**src/rtl/fdl_pkg.sv**
```systemverilog
package fdl_pkg;
  localparam int REG_AW   = 3;
  localparam int A_DATA   = 0;
  localparam int A_STAT   = 1;
  localparam int A_MASK   = 2;
  localparam int A_PAT0   = 3;
  localparam int ST_W     = 3;
  localparam int ST_FULL  = 0;
  localparam int ST_MATCH = 1;
  localparam int ST_OVR   = 2;
endpackage

```
**src/rtl/fdl_shift.sv**
```systemverilog
module fdl_shift #(
  parameter int BYTE_W = 8,
  localparam int CNT_W = $clog2(BYTE_W)
) (
  input  logic              clk,
  input  logic              rst_n,
  input  logic              bit_i,
  input  logic              bit_vld_i,
  output logic              done_o,
  output logic [BYTE_W-1:0] byte_o,
  output logic [CNT_W-1:0]  cnt_o
);
  logic [BYTE_W-1:0] sh_q, sh_d;
  logic [CNT_W-1:0]  cnt_q, cnt_d;
  logic              last;

  assign last   = (cnt_q == CNT_W'(BYTE_W-1));
  assign done_o = bit_vld_i & last;
  assign byte_o = {bit_i, sh_q[BYTE_W-1:1]};
  assign cnt_o  = cnt_q;

  always_comb begin
    sh_d  = sh_q;
    cnt_d = cnt_q;
    if (bit_vld_i) begin
      sh_d  = {bit_i, sh_q[BYTE_W-1:1]};
      cnt_d = last ? '0 : cnt_q + CNT_W'(1);
    end
  end

  always_ff @(posedge clk or negedge rst_n) begin
    if (!rst_n) begin
      sh_q  <= '0;
      cnt_q <= '0;
    end else begin
      sh_q  <= sh_d;
      cnt_q <= cnt_d;
    end
  end
endmodule

```
**src/rtl/fdl_match.sv**
```systemverilog
module fdl_match #(
  parameter int BYTE_W  = 8,
  parameter int NUM_PAT = 2,
  parameter int AW      = 3
) (
  input  logic                           clk,
  input  logic                           rst_n,
  input  logic                           wr_i,
  input  logic [AW-1:0]                  sel_i,
  input  logic [BYTE_W-1:0]              wdata_i,
  input  logic [BYTE_W-1:0]              byte_i,
  output logic                           hit_o,
  output logic [NUM_PAT-1:0][BYTE_W-1:0] pat_o
);
  import fdl_pkg::*;

  logic [NUM_PAT-1:0] eq;

  for (genvar i = 0; i < NUM_PAT; i++) begin : g_pat
    logic [BYTE_W-1:0] pat_q, pat_d;
    logic              we;
    assign we = wr_i && (sel_i == AW'(A_PAT0 + i));
    always_comb begin
      pat_d = pat_q;
      if (we) pat_d = wdata_i;
    end
    always_ff @(posedge clk or negedge rst_n) begin
      if (!rst_n) pat_q <= '0;
      else        pat_q <= pat_d;
    end
    assign pat_o[i] = pat_q;
    assign eq[i]    = (byte_i == pat_q);
  end

  assign hit_o = |eq;
endmodule

```
**src/rtl/fdl_status.sv**
```systemverilog
module fdl_status #(
  parameter int BYTE_W = 8,
  parameter int ST_N   = 3
) (
  input  logic              clk,
  input  logic              rst_n,
  input  logic              done_i,
  input  logic [BYTE_W-1:0] byte_i,
  input  logic              hit_i,
  input  logic              rd_data_i,
  input  logic              rd_stat_i,
  input  logic              wr_mask_i,
  input  logic [ST_N-1:0]   mask_wdata_i,
  output logic [BYTE_W-1:0] hold_o,
  output logic [ST_N-1:0]   stat_o,
  output logic [ST_N-1:0]   mask_o,
  output logic              irq_n_o
);
  import fdl_pkg::*;

  logic [BYTE_W-1:0] hold_q, hold_d;
  logic              unread_q, unread_d;
  logic [ST_N-1:0]   stat_q, stat_d, set_v;
  logic [ST_N-1:0]   mask_q, mask_d;
  logic              irq_n_q, irq_n_d;

  always_comb begin
    set_v           = '0;
    set_v[ST_FULL]  = done_i;
    set_v[ST_MATCH] = done_i & hit_i;
    set_v[ST_OVR]   = done_i & unread_q & ~rd_data_i;

    stat_d = set_v | (rd_stat_i ? '0 : stat_q);

    hold_d   = hold_q;
    unread_d = unread_q;
    if (rd_data_i) unread_d = 1'b0;
    if (done_i) begin
      hold_d   = byte_i;
      unread_d = 1'b1;
    end

    mask_d = mask_q;
    if (wr_mask_i) mask_d = mask_wdata_i;

    irq_n_d = ~|(stat_d & mask_d);
  end

  always_ff @(posedge clk or negedge rst_n) begin
    if (!rst_n) begin
      hold_q   <= '0;
      unread_q <= 1'b0;
      stat_q   <= '0;
      mask_q   <= '0;
      irq_n_q  <= 1'b1;
    end else begin
      hold_q   <= hold_d;
      unread_q <= unread_d;
      stat_q   <= stat_d;
      mask_q   <= mask_d;
      irq_n_q  <= irq_n_d;
    end
  end

  assign hold_o  = hold_q;
  assign stat_o  = stat_q;
  assign mask_o  = mask_q;
  assign irq_n_o = irq_n_q;
endmodule

```
**src/rtl/fdl_byte_rx.sv**
```systemverilog
module fdl_byte_rx #(
  parameter int BYTE_W  = 8,
  parameter int NUM_PAT = 2,
  parameter int ADDR_W  = 3,
  localparam int CNT_W  = $clog2(BYTE_W)
) (
  input  logic              clk,
  input  logic              rst_n,
  input  logic              bit_i,
  input  logic              bit_vld_i,
  input  logic [ADDR_W-1:0] reg_sel_i,
  input  logic              reg_wr_i,
  input  logic              reg_rd_i,
  input  logic [BYTE_W-1:0] reg_wdata_i,
  output logic [BYTE_W-1:0] reg_rdata_o,
  output logic              irq_n_o
);
  import fdl_pkg::*;

  logic                           done_w;
  logic [BYTE_W-1:0]              byte_w;
  logic [CNT_W-1:0]               cnt_w;
  logic                           hit_w;
  logic [NUM_PAT-1:0][BYTE_W-1:0] pat_w;
  logic [BYTE_W-1:0]              hold_w;
  logic [ST_W-1:0]                stat_w;
  logic [ST_W-1:0]                mask_w;
  logic                           rd_data, rd_stat, wr_mask;

  assign rd_data = reg_rd_i && (reg_sel_i == ADDR_W'(A_DATA));
  assign rd_stat = reg_rd_i && (reg_sel_i == ADDR_W'(A_STAT));
  assign wr_mask = reg_wr_i && (reg_sel_i == ADDR_W'(A_MASK));

  fdl_shift #(.BYTE_W(BYTE_W)) u_shift (
    .clk(clk), .rst_n(rst_n), .bit_i(bit_i), .bit_vld_i(bit_vld_i),
    .done_o(done_w), .byte_o(byte_w), .cnt_o(cnt_w)
  );

  fdl_match #(.BYTE_W(BYTE_W), .NUM_PAT(NUM_PAT), .AW(ADDR_W)) u_match (
    .clk(clk), .rst_n(rst_n), .wr_i(reg_wr_i), .sel_i(reg_sel_i),
    .wdata_i(reg_wdata_i), .byte_i(byte_w), .hit_o(hit_w), .pat_o(pat_w)
  );

  fdl_status #(.BYTE_W(BYTE_W), .ST_N(ST_W)) u_status (
    .clk(clk), .rst_n(rst_n), .done_i(done_w), .byte_i(byte_w), .hit_i(hit_w),
    .rd_data_i(rd_data), .rd_stat_i(rd_stat), .wr_mask_i(wr_mask),
    .mask_wdata_i(reg_wdata_i[ST_W-1:0]), .hold_o(hold_w), .stat_o(stat_w),
    .mask_o(mask_w), .irq_n_o(irq_n_o)
  );

  always_comb begin
    reg_rdata_o = '0;
    if (reg_sel_i == ADDR_W'(A_DATA))      reg_rdata_o = hold_w;
    else if (reg_sel_i == ADDR_W'(A_STAT)) reg_rdata_o = BYTE_W'(stat_w);
    else if (reg_sel_i == ADDR_W'(A_MASK)) reg_rdata_o = BYTE_W'(mask_w);
    else begin
      for (int i = 0; i < NUM_PAT; i++)
        if (reg_sel_i == ADDR_W'(A_PAT0 + i)) reg_rdata_o = pat_w[i];
    end
  end
endmodule

```
**config.mk**
```make
export PLATFORM = sky130hd
export DESIGN_NAME = fdl_byte_rx
export DESIGN_NICKNAME = d
export VERILOG_FILES = /design/src/rtl/fdl_pkg.sv /design/src/rtl/fdl_shift.sv /design/src/rtl/fdl_match.sv /design/src/rtl/fdl_status.sv /design/src/rtl/fdl_byte_rx.sv
export SDC_FILE = /design/constraint.sdc
export NUM_CORES = 1
export LEC_CHECK = 0
export BUFFER_PORTS_ARGS = -buffer_cell sky130_fd_sc_hd__buf_2
export CAP_MARGIN = 0
export CORE_AREA = 2 2 65 67
export CTS_CLUSTER_SIZE = 30
export DETAILED_ROUTE_END_ITERATION = 7
export DIE_AREA = 0 0 67 69
export PLACE_DENSITY = 0.72
export SLEW_MARGIN = 20
export SYNTH_ARGS = -nofsm -noshare
export SYNTH_HDL_FRONTEND = slang
export SYNTH_SLANG_ARGS = --single-unit
```
**constraint.sdc**
```tcl
create_clock -name clk -period 4.2 [get_ports clk]
set_input_delay 0.84 -clock clk [delete_from_list [all_inputs] [get_ports clk]]
set_output_delay 0.84 -clock clk [all_outputs]
set_load 0.01 [all_outputs]
```
Yosys cells after proc, flatten, opt, wreduce, memory -nomap -nowiden
Index checks and enable logic that the tools add are counted.
- add/subtract/negate cells: 1
- eq/ne operators: 7
- muxes and demuxes: 10
- bitwise operators: 7
- reduce and logical (&&, ||, !) cells: 10
- operators with widths (operator ; number):
    8-bit 2-to-1 mux ; 5
    8-bit == test ; 2
    3-bit 2-to-1 mux ; 3
    3-bit by 2-bit == test with 1-bit output (second input constant) ; 2
    3-bit == test (second input constant) ; 2
    1-bit logical AND ; 5
    1-bit bitwise AND ; 4
    3-bit by 1-bit adder with 3-bit output (second input constant) ; 1
    3-bit bitwise AND ; 1
    3-bit by 1-bit == test with 1-bit output (second input constant) ; 1
    3-bit logical NOT ; 1
    3-bit OR ; 1
    3-bit OR reduction ; 1
    1-bit 2-to-1 mux ; 2
    2-bit nonzero test ; 1
    2-bit OR reduction ; 1
    1-bit logical NOT ; 1
    1-bit NOT ; 1
- bits in registers: 43
- bits of input ports: 17
- output and inout bits: 9
- word-level logic and storage cells: 44

Longest topological paths before layout
Gate-level depths: netlist of run 1.
- depth after elaboration: 8
- gate-level depth with buffers: 6
- mapped depth without buffers: 6

Hierarchy
A second synthesis of run 1 with hierarchy kept.
- cell total of the unflattened synthesis: 155
- area total of the unflattened synthesis: 2147.1 µm²
- by module, submodules not included (module ; times used ; cells an instance ; area each (µm²) ; sequential area each (µm²)):
    fdl_match ; 1 ; 56 ; 787.0 ; 400.4
    fdl_status ; 1 ; 35 ; 591.8 ; 401.6
    fdl_shift ; 1 ; 28 ; 446.7 ; 250.2
    fdl_byte_rx ; 1 ; 36 ; 321.6 ; 0.0

Worst setup path after synthesis of run 1
Ideal clock, no wire load.
- kind: in2out
- from: in reg_sel_i[2]
- to: out reg_rdata_o[2]
- data arrival time: 1730 ps
- data required time: 3360 ps
- slack: 1630 ps
- stages on the path: 5
- buffers on the path: 1
- cells stage by stage: buf_1 -> mux2i_1 -> nor2_1 -> a21oi_1 -> o21ai_0
- longest elaborated chain between the ends: 6
- elaborated cells on any way between the ends: 10
- classes of those cells: eq/ne (4); mux (5); reduce/logical (1)
- ends and longest elaborated chain (element ; line ; RTL):
    from (decl) ; fdl_byte_rx.sv:11 ; input logic [ADDR_W-1:0] reg_sel_i,
    3-bit by 2-bit == test with 1-bit output ; fdl_byte_rx.sv:58 ; if (reg_sel_i == ADDR_W'(A_PAT0 + i)) reg_rdata_o = pat_w[i];
    8-bit 2-to-1 mux (2 in a row) ; fdl_byte_rx.sv:58 ;
    8-bit 2-to-1 mux ; fdl_byte_rx.sv:55 ; else if (reg_sel_i == ADDR_W'(A_MASK)) reg_rdata_o = BYTE_W'(mask_w);
    8-bit 2-to-1 mux ; fdl_byte_rx.sv:54 ; else if (reg_sel_i == ADDR_W'(A_STAT)) reg_rdata_o = BYTE_W'(stat_w);
    8-bit 2-to-1 mux (*) ; fdl_byte_rx.sv:53 ; if (reg_sel_i == ADDR_W'(A_DATA)) reg_rdata_o = hold_w;
    to (decl) ; fdl_byte_rx.sv:15 ; output logic [BYTE_W-1:0] reg_rdata_o,
Mark *: on every way between the ends. The rest lies on a longest branch, timed or not.

Worst setup path after layout of run 1
- from: in reg_sel_i[2]
- to: out reg_rdata_o[5]
The elaborated chain is that of the path after synthesis.

==> results.md, run 1 <==
- Run status: finished, final reports clean
- Tcrit/Tclk final: 67.87%
- Crit-path cells: buf_2, nor2b_1, and2_1, nand2_1, o21ai_0, buf_2
- CTS root buf: clkbuf_8
- Hold path start: u_status.hold_o[6]$_DFFE_PN0P_
- Fillcell total: 343
- Critical setup path kind: input pin to output pin
- First-pass detailed-route iteration total: 5
- Skew-Pair Late Insertion Delay: 0.29 ns
- Die X-Extent: 67 µm
- WP data arrival: 2.01 ns
- Worst path max stage delay: 0.32 ns
- Initial drt markers: 126
- Post-CTS sizing: 0
- Ys Warns: 0
- Worst reg-to-reg path cell count: 6
- CTS tree: yes
- Critical path endpoint category: output pin
- CTS clk-pin slew, worst paths: 0.07 ns
- Reg2reg setup slack: 2.18 ns
- Primary FF master, synth: dfrtp_1
- WL final: 4.076 mm
- Setup TNS: 0 ns
- Initial Utilization: 52.59%
- Setup bufs post-CTS: 0
- Final WS setup: 1.350 ns
- Antenna viol nets, final: 0
- Post-DP HPWL: 2.959 mm
- Post-synth EDFFs: 0
- Netlist cell types: 31
- Cell family with most CP delay: simple AND/OR/NAND/NOR gates
- Layout Skew: 0.005228 ns
- Crit path top cell by count: buf_2
- Hold depth: 1
- Max Fclk: 350.8 MHz
- Share of layout cells above drive strength 1: 37.37%
- Clk sinks: 42
- Final hold violation count: 0
- Number of synthesized register bits: 42
- Grt ovf: 0
- Final Slew Violations: 0
- Storage cell area: 0.001052 mm²
- Min-Delay Path Class: flip-flop to flip-flop
- Mapped Area: 0.002058 mm²
- Syn nets: 183
- Multi-input gate area: 975.9 µm²
- WHS Endpoint: u_status.hold_o[6]$_DFFE_PN0P_
- Post-CTS Hold Fix Bufs: 0
- Register area share after synthesis: 51.12%
- Largest net degree at the start of global routing: 43
- CP Buf/Inv Count: 2
- Leakage: 1.005 nW
- CP required: 3.36 ns
- Hold slack: 0.5075 ns
- Nets@finish: 209
- RSZ-0062 raised after global routing: no
- Rel. slew slack: 37.80%
- FP Rows: 23
- FFs w/ async S/R, synth: 100.0%
- CP max FO: 15
- H-tree depth: 2
- Max VDD drop: 0.2543 mV
- P per Cell Area: 536.0 mW/mm²
- Antenna diode count: 0
- Top-level I/O count: 26
- Initial antenna violation count: 0
- Chip height: 69 µm
- Slowest CP cell: nor2b_1
- Routability cong.: 0.8313
- Port Buffers: 25
- Max-cap viol count: 0
- Post-DR vias/cell: 5.771
- CP Launch Type: input pin
- First-pass GRT wire length: 6.872 mm
- Avg WL per Cell: 16.98 µm
- Cell count after synthesis: 164
- CTS max path bufs: 2
- DIE AREA: 0.004623 mm²
- Vias: 1385
- Crit Reg-Reg Startpoint: u_shift.cnt_o[0]$_DFFE_PN0P_
- Number of global-route vias before repair: 1414
- Mapped Avg Cell Area: 12.55 µm²
- DRC viols: 0
- Min Tclk post-route: 2.850 ns
- Pre-CTS setup slack: 1.372 ns
- CTS Buf Count: 5
- Synth-to-layout area growth: 11.55%
- Overall Global Routing Usage: 19.86%
- Endpoints failing setup: 0
- RR Endpoint: u_status.irq_n_o$_DFF_PN1_
- Least-Margin Pin Slew: 0.9330 ns
- Core Region: 0.003914 mm²
-- layer usage --
metal	part of all wire, %	track usage, %
met4	1.4	6.122
met1	42	25.68
met3	6.7	5.383
met2	49	32.12
met5	0	0
-- synthesized netlist by cell type, types with 2 or more instances --
cell type / count / share of area, %
o22ai_1: 3 / 0.91
mux2i_1: 8 / 3.9
dfrtp_1: 41 / 50
nor2b_1: 2 / 0.61
o21ai_0: 8 / 1.9
xnor2_1: 16 / 6.8
nor2_1: 6 / 1.1
buf_1: 3 / 0.55
mux2_2: 37 / 20
clkbuf_1: 2 / 0.36
a22oi_1: 4 / 1.5
nand4_1: 4 / 1.2
nand2_1: 11 / 2.0
ha_1: 2 / 1.2
-- cell usage in the layout, fill, tap and decap left out, types with 2 or more instances in the layout --
cell	count
nor2b_1	2
ha_1	2
clkbuf_1	2
o21ai_0	8
nand2_1	11
a22oi_1	4
buf_2	25
nor2_1	6
clkbuf_8	5
xnor2_1	16
o22ai_1	3
dfrtp_1	41
nand4_1	4
mux2_2	37
mux2i_1	8
-- stage by stage --
step / std cells / total power [W] / util (%) / area [µm²]
final: 240 / 0.001231 / 58.66 / 2296
after global routing: 240 / 0.001318 / 58.66 / 2296
after CTS: 240 / 0.001245 / 58.66 / 2296
after detailed placement: 233 / 0.001006 / 56.71 / 2220
after global placement: 233 / 0.0009849 / 56.71 / 2220
after floorplan: 164 / 0.0008933 / - / 2058
-- kinds of logic (layout without fill, tap and decap cells) --
logic type      count (synthesis)  in the layout  share of synthesized area (%)
compound gates                 20             20                          6.444
xor+xnor                       16             16                          6.808
fa+ha+maj                       2              2                          1.216
buf+inv                         7             33                          1.459
flops                          42             42                          51.12
mux                            46             46                          24.86
simple gates                   31             31                          8.086
-- worst max-delay path by stage --
stage / slack (ns) / to / depth (start not counted) / start
4_1_cts: 1.36 / reg_rdata_o[5] / 6 / reg_sel_i[2]
3_3_place_gp: 1.40 / reg_rdata_o[3] / 6 / reg_sel_i[2]
3_5_place_dp: 1.37 / reg_rdata_o[5] / 6 / reg_sel_i[2]
5_1_grt: 1.24 / reg_rdata_o[4] / 6 / reg_sel_i[2]
2_1_floorplan: 1.63 / reg_rdata_o[2] / 5 / reg_sel_i[2]
6_report: 1.35 / reg_rdata_o[5] / 6 / reg_sel_i[2]
-- sequential cells by signal, summed over array words and instances, names as in the netlist --
| register | count |
|---|---|
| u_match.g_pat.pat_q | 16 |
| u_shift.cnt_o | 3 |
| u_shift.sh_q | 7 |
| u_status.hold_o | 8 |
| u_status.irq_n_o | 1 |
| u_status.mask_o | 3 |
| u_status.stat_o | 3 |
| u_status.unread_q | 1 |
-- final cells by class --
type	instances	share of cell area (%)
sequential	42	45.83
multi-input combinational	115	42.51
timing repair buffer	25	5.450
clock buffer	7	3.324
tap	50	2.725
inverter	1	0.1635
-- report_power, final --
group	internal, W	switching [W]	total [W]
Combinational	0.000206	0.000149	0.000354
Clock	0.000114	0.000123	0.000237
Sequential	0.000538	0.000102	0.000639
-- worst register-to-register path, cell delays in order (launching register included) --
cell and delay, ns:
dfrtp_1 0.40, ha_1 0.20, ha_1 0.22, nand2_1 0.44, nor2_1 0.11, a2111o_1 0.40
a41oi_1 0.17
(Power assumes the default switching activity.)
==> run 2: changes to the inputs <==
==> constraint.sdc (replaced) <==
create_clock -name clk -period 2.85 [get_ports clk]
set_input_delay 0.57 -clock clk [delete_from_list [all_inputs] [get_ports clk]]
set_output_delay 0.57 -clock clk [all_outputs]
set_load 0.01 [all_outputs]
==> run 2 against run 1 <==
Effect of this change: utilization up 0.38 points; cell area up 0.65%; largest power group unchanged; setup slack worse by 0.82 ns; clock skew up 0.0036 ns; clock-buffer cell count unchanged; register-to-register slack worse by 1.4 ns; power up 51%; via count up 1.7%; highest routed layer unchanged; worst hold slack worse by 0.095 ns.
==> results.md, run 2 (same netlist as run 1, synthesis figures left out) <==
- Run status: finished, final reports clean
- Avg WL per Cell: 17.68 µm
- Post-CTS sizing: 0
- DRC viols: 0
- Setup bufs post-CTS: 0
- Max Fclk: 431.0 MHz
- Post-DP HPWL: 3.027 mm
- Critical setup path kind: input pin to output pin
- Critical path endpoint category: output pin
- Final hold violation count: 0
- Post-CTS Hold Fix Bufs: 0
- P per Cell Area: 804.2 mW/mm²
- Reg2reg setup slack: 0.80 ns
- CTS clk-pin slew, worst paths: 0.08 ns
- Routability cong.: 0.8294
- Storage cell area: 0.001052 mm²
- CTS max path bufs: 2
- Number of global-route vias before repair: 1437
- First-pass GRT wire length: 6.962 mm
- Initial drt markers: 50
- Vias: 1409
- Die X-Extent: 67 µm
- CTS root buf: clkbuf_8
- Final Slew Violations: 0
- Largest net degree at the start of global routing: 43
- Clk sinks: 42
- Synth-to-layout area growth: 12.28%
- CTS Buf Count: 5
- Leakage: 1.015 nW
- Layout Skew: 0.008799 ns
- CP required: 2.28 ns
- Post-DR vias/cell: 5.846
- Port Buffers: 25
- Grt ovf: 0
- CP Launch Type: input pin
- Antenna viol nets, final: 0
- Top-level I/O count: 26
- RR Endpoint: u_status.irq_n_o$_DFF_PN1_
- Max VDD drop: 0.4542 mV
- Nets@finish: 209
- First-pass detailed-route iteration total: 4
- Commonest non-fill, non-tap cells in the layout: dfrtp_1 (41), mux2_2 (37), buf_2 (25)
- Rel. slew slack: 38.63%
- Dpl cells: 233
- Worst path max stage delay: 0.34 ns
- Worst reg-to-reg path cell count: 6
- Cell Count, Final, Fillers Out: 241
- RSZ-0062 raised after global routing: no
- Crit path top cell by count: buf_2
- Min-Delay Path Class: input pin to async pin
- Chip height: 69 µm
- Most flops, register: u_match.g_pat.pat_q
- Core Region: 0.003914 mm²
- Setup TNS: 0 ns
- FP Rows: 23
- DIE AREA: 0.004623 mm²
- Fillcell total: 348
- WP data arrival: 1.75 ns
- Min Tclk post-route: 2.320 ns
- Endpoints failing setup: 0
- H-tree depth: 2
- Skew-Pair Late Insertion Delay: 0.29 ns
- CTS tree: yes
- Hold slack: 0.4129 ns
- Least-Margin Pin Slew: 0.9206 ns
- Most common cell after layout, fill and taps aside: dfrtp_1
- Antenna diode count: 0
- Crit-path cells: buf_2, nor2b_1, and2_1, nand2_1, o21ai_0, buf_2
- Max FFs per register: 16
- Initial antenna violation count: 0
- Share of layout cells above drive strength 1: 38.22%
- Max-cap viol count: 0
- Tcrit/Tclk final: 81.40%
- Multi-input gate area: 975.9 µm²
- Initial Utilization: 52.59%
- Slowest CP cell: nor2b_1
- CP max FO: 15
- Overall Global Routing Usage: 20.24%
- WL final: 4.261 mm
- Crit Reg-Reg Startpoint: u_shift.cnt_o[0]$_DFFE_PN0P_
- Total power: 0.001858 W
-- run 2: cell types whose count changed in the layout (fill, tap and decap cells not counted) --
cell / previous run / this run
clkbuf_8: 5 / 6
clkbuf_1: 2 / 1
clkinv_2: 0 / 1
-- run 2: critical path: cells and delay by family --
family                 cells  cell delay (ns)
buffers and inverters      2             0.37
and+or+nand+nor            3             0.72
AOI/OAI and AO/OA          1             0.08
-- run 2: metal layers --
layer / share of wire [%] / up-vias / track usage, % / wire (µm)
met5: 0 / - / 0 / 0
met4: 1.6 / 0 / 8.844 / 67
met3: 4.2 / 6 / 4.731 / 180
met2: 49 / 40 / 32.45 / 2087
met1: 45 / 724 / 25.73 / 1927
li1: - / 639 / - / -
-- run 2: through the flow --
step,area [µm²],worst slack (ns),utilization (%)
after CTS,2311,0.5370,59.05
after global placement,2220,0.4938,56.71
final,2311,0.5300,59.05
after global routing,2311,0.4102,59.05
after floorplan,2058,0.6639,-
after detailed placement,2220,0.4282,56.71
-- run 2: layout make-up --
class                      count  area share [%]
sequential                    42           45.53
inverter                       1          0.1624
timing repair buffer          25           5.414
clock buffer                   7           3.736
multi-input combinational    115           42.23
tap                           50           2.707
clock inverter                 1          0.2166
-- run 2: how the worst max path moves through the flow --
stage                                  to  slack [ns]  cells after the start         start
2_1_floorplan  u_status.irq_n_o$_DFF_PN1_        0.66                      6  reg_sel_i[0]
6_report                   reg_rdata_o[7]        0.53                      6  reg_sel_i[2]
3_3_place_gp   u_status.irq_n_o$_DFF_PN1_        0.49                      6  reg_sel_i[2]
5_1_grt                    reg_rdata_o[7]        0.41                      6  reg_sel_i[2]
4_1_cts                    reg_rdata_o[7]        0.54                      6  reg_sel_i[2]
3_5_place_dp   u_status.irq_n_o$_DFF_PN1_        0.43                      6  reg_sel_i[2]
-- run 2: report_power, final --
group          total (W)  internal (W)  switching [W]  leakage (nW)
Sequential      0.000945      0.000792       0.000153         0.504
Combinational   0.000524      0.000302       0.000222         0.463
Clock           0.000389      0.000195       0.000194        0.0482
==> run 3: changes to the inputs <==
--- a/config.mk
+++ b/config.mk
@@ -7,11 +7,11 @@
 export LEC_CHECK = 0
 export BUFFER_PORTS_ARGS = -buffer_cell sky130_fd_sc_hd__buf_2
 export CAP_MARGIN = 0
-export CORE_AREA = 2 2 65 67
+export CORE_AREA = 2 2 67 69
 export CTS_CLUSTER_SIZE = 30
 export DETAILED_ROUTE_END_ITERATION = 7
-export DIE_AREA = 0 0 67 69
-export PLACE_DENSITY = 0.72
+export DIE_AREA = 0 0 69 71
+export PLACE_DENSITY = 0.71
 export SLEW_MARGIN = 20
 export SYNTH_ARGS = -nofsm -noshare
 export SYNTH_HDL_FRONTEND = slang
==> constraint.sdc (replaced) <==
create_clock -name clk -period 1.9 [get_ports clk]
set_input_delay 0.38 -clock clk [delete_from_list [all_inputs] [get_ports clk]]
set_output_delay 0.38 -clock clk [all_outputs]
set_load 0.01 [all_outputs]
==> run 3 against run 2 <==
Effect of this change: sequential cell count unchanged; largest power group unchanged; die area increased by 6.0%; power increased by 54%.
==> results.md, run 3 (same netlist as run 1, synthesis figures left out) <==
- Reg2reg setup slack: 0.20 ns
- Port Buffers: 25
- CP Buf/Inv Count: 4
- Cell family with most CP delay: buffers and inverters
- Antenna viol nets, final: 0
- Number of global-route vias before repair: 1540
- Endpoints failing setup: 0
- Core Region: 0.004204 mm²
- Critical setup path kind: input pin to output pin
- Largest net degree at the start of global routing: 43
- P per Cell Area: 1166 mW/mm²
- Fillcell total: 373
- Run status: finished, final reports clean
- Leakage: 1.094 nW
- WP data arrival: 1.44 ns
- RSZ-0062 raised after global routing: no
- Most common cell after layout, fill and taps aside: dfrtp_1
- Tcrit/Tclk final: 95.80%
- Crit-path cells: buf_2, buf_4, or2_2, buf_4, o21ai_0, buf_2
- Min Tclk post-route: 1.820 ns
- Crit Reg-Reg Startpoint: u_shift.cnt_o[0]$_DFFE_PN0P_
- CTS clk-pin slew, worst paths: 0.09 ns
- Max FFs per register: 16
- Skew-Pair Late Insertion Delay: 0.31 ns
- CTS root buf: clkbuf_8
- Pre-CTS setup slack: -0.07650 ns
- Initial Utilization: 48.96%
- CP required: 1.52 ns
- Hold slack: 0.1379 ns
- CP max FO: 9
- Vias: 1463
- Rel. slew slack: 64.84%
- Worst reg-to-reg path cell count: 6
- Clk sinks: 42
- Final core utilization: 58.45%
- Most flops, register: u_match.g_pat.pat_q
- Layout Skew: 0.01426 ns
- Final hold violation count: 0
- Post-DR vias/cell: 5.649
- CTS tree: yes
- DIE AREA: 0.004899 mm²
- Least-Margin Pin Slew: 0.5274 ns
- Synth-to-layout area growth: 19.39%
- H-tree depth: 2
- Total power: 0.002865 W
- First-pass detailed-route iteration total: 4
- Grt ovf: 0
- Antenna diode count: 0
- Post-CTS Hold Fix Bufs: 0
- Chip height: 71 µm
- Avg WL per Cell: 17.45 µm
- Share of layout cells above drive strength 1: 44.44%
- CTS max path bufs: 2
- Routability cong.: 0.7859
- FP Rows: 24
- Overall Global Routing Usage: 19.85%
- Multi-input gate area: 988.4 µm²
- Levels on crit path: 6
- CTS Buf Count: 5
- Worst path max stage delay: 0.29 ns
- Final WS setup: 0.07974 ns
- Initial antenna violation count: 0
- Setup TNS: 0 ns
- Max-cap viol count: 0
- Commonest non-fill, non-tap cells in the layout: dfrtp_1 (41), mux2_2 (36), buf_2 (25)
- Nets@finish: 225
- Storage cell area: 0.001052 mm²
- CP Launch Type: input pin
- Max VDD drop: 0.5895 mV
- Max Fclk: 549.4 MHz
- WL final: 4.520 mm
- Initial drt markers: 54
- Die X-Extent: 69 µm
- DRC viols: 0
- First-pass GRT wire length: 7.431 mm
- Top-level I/O count: 26
- RR Endpoint: u_status.irq_n_o$_DFF_PN1_
- Min-Delay Path Class: input pin to async pin
- Final Slew Violations: 0
- Slowest CP cell: or2_2
- Critical path endpoint category: output pin
- Post-DP HPWL: 3.396 mm
==> run 3: metal layers <==
layer	GRT usage [%]	vias to the layer above	part of all wire [%]
met5	0	-	0
met4	7.843	0	1.6
met3	4.558	6	4.4
met2	35.47	36	52
met1	23.20	742	42
li1	-	679	-
==> run 3: report_power, final <==
part           internal (W)  leakage [nW]  switching (W)
sequential          0.00119         0.504       0.000234
combinational      0.000510         0.546       0.000354
clock              0.000258        0.0441       0.000321
==> run 3: layout make-up <==
cell class,instances,share of cell area [%]
inverters,1,0.1527
multi-input cells,115,40.22
clock inverters,3,0.8656
flip-flops and latches,42,42.82
repair buffers,41,10.49
clock buffers,5,2.800
well taps,52,2.648
==> run 3: worst max path at each step <==
stage | start | end | slack, ns
global placement | reg_sel_i[0] | u_status.irq_n_o$_DFF_PN1_ | -0.04
global route | reg_sel_i[0] | reg_rdata_o[4] | 0.02
CTS | reg_sel_i[0] | reg_rdata_o[6] | 0.03
finish | reg_sel_i[0] | reg_rdata_o[3] | 0.08
floorplan | reg_sel_i[0] | u_status.irq_n_o$_DFF_PN1_ | -0.04
detailed placement | reg_sel_i[0] | u_status.irq_n_o$_DFF_PN1_ | -0.08
==> run 3: stage by stage <==
stage          instance area (µm²)  std cells
5_1_grt                       2457        259
3_3_place_gp                  2366        251
3_5_place_dp                  2366        251
6_report                      2457        259
4_1_cts                       2456        259
2_1_floorplan                 2077        164
==> run 3: repair_timing <==
action / 4_1_cts / 5_1_grt
endpoints found under the setup margin: 0 / 2
gates resized for setup: 0 / 2
setup buffers: 0 / 0
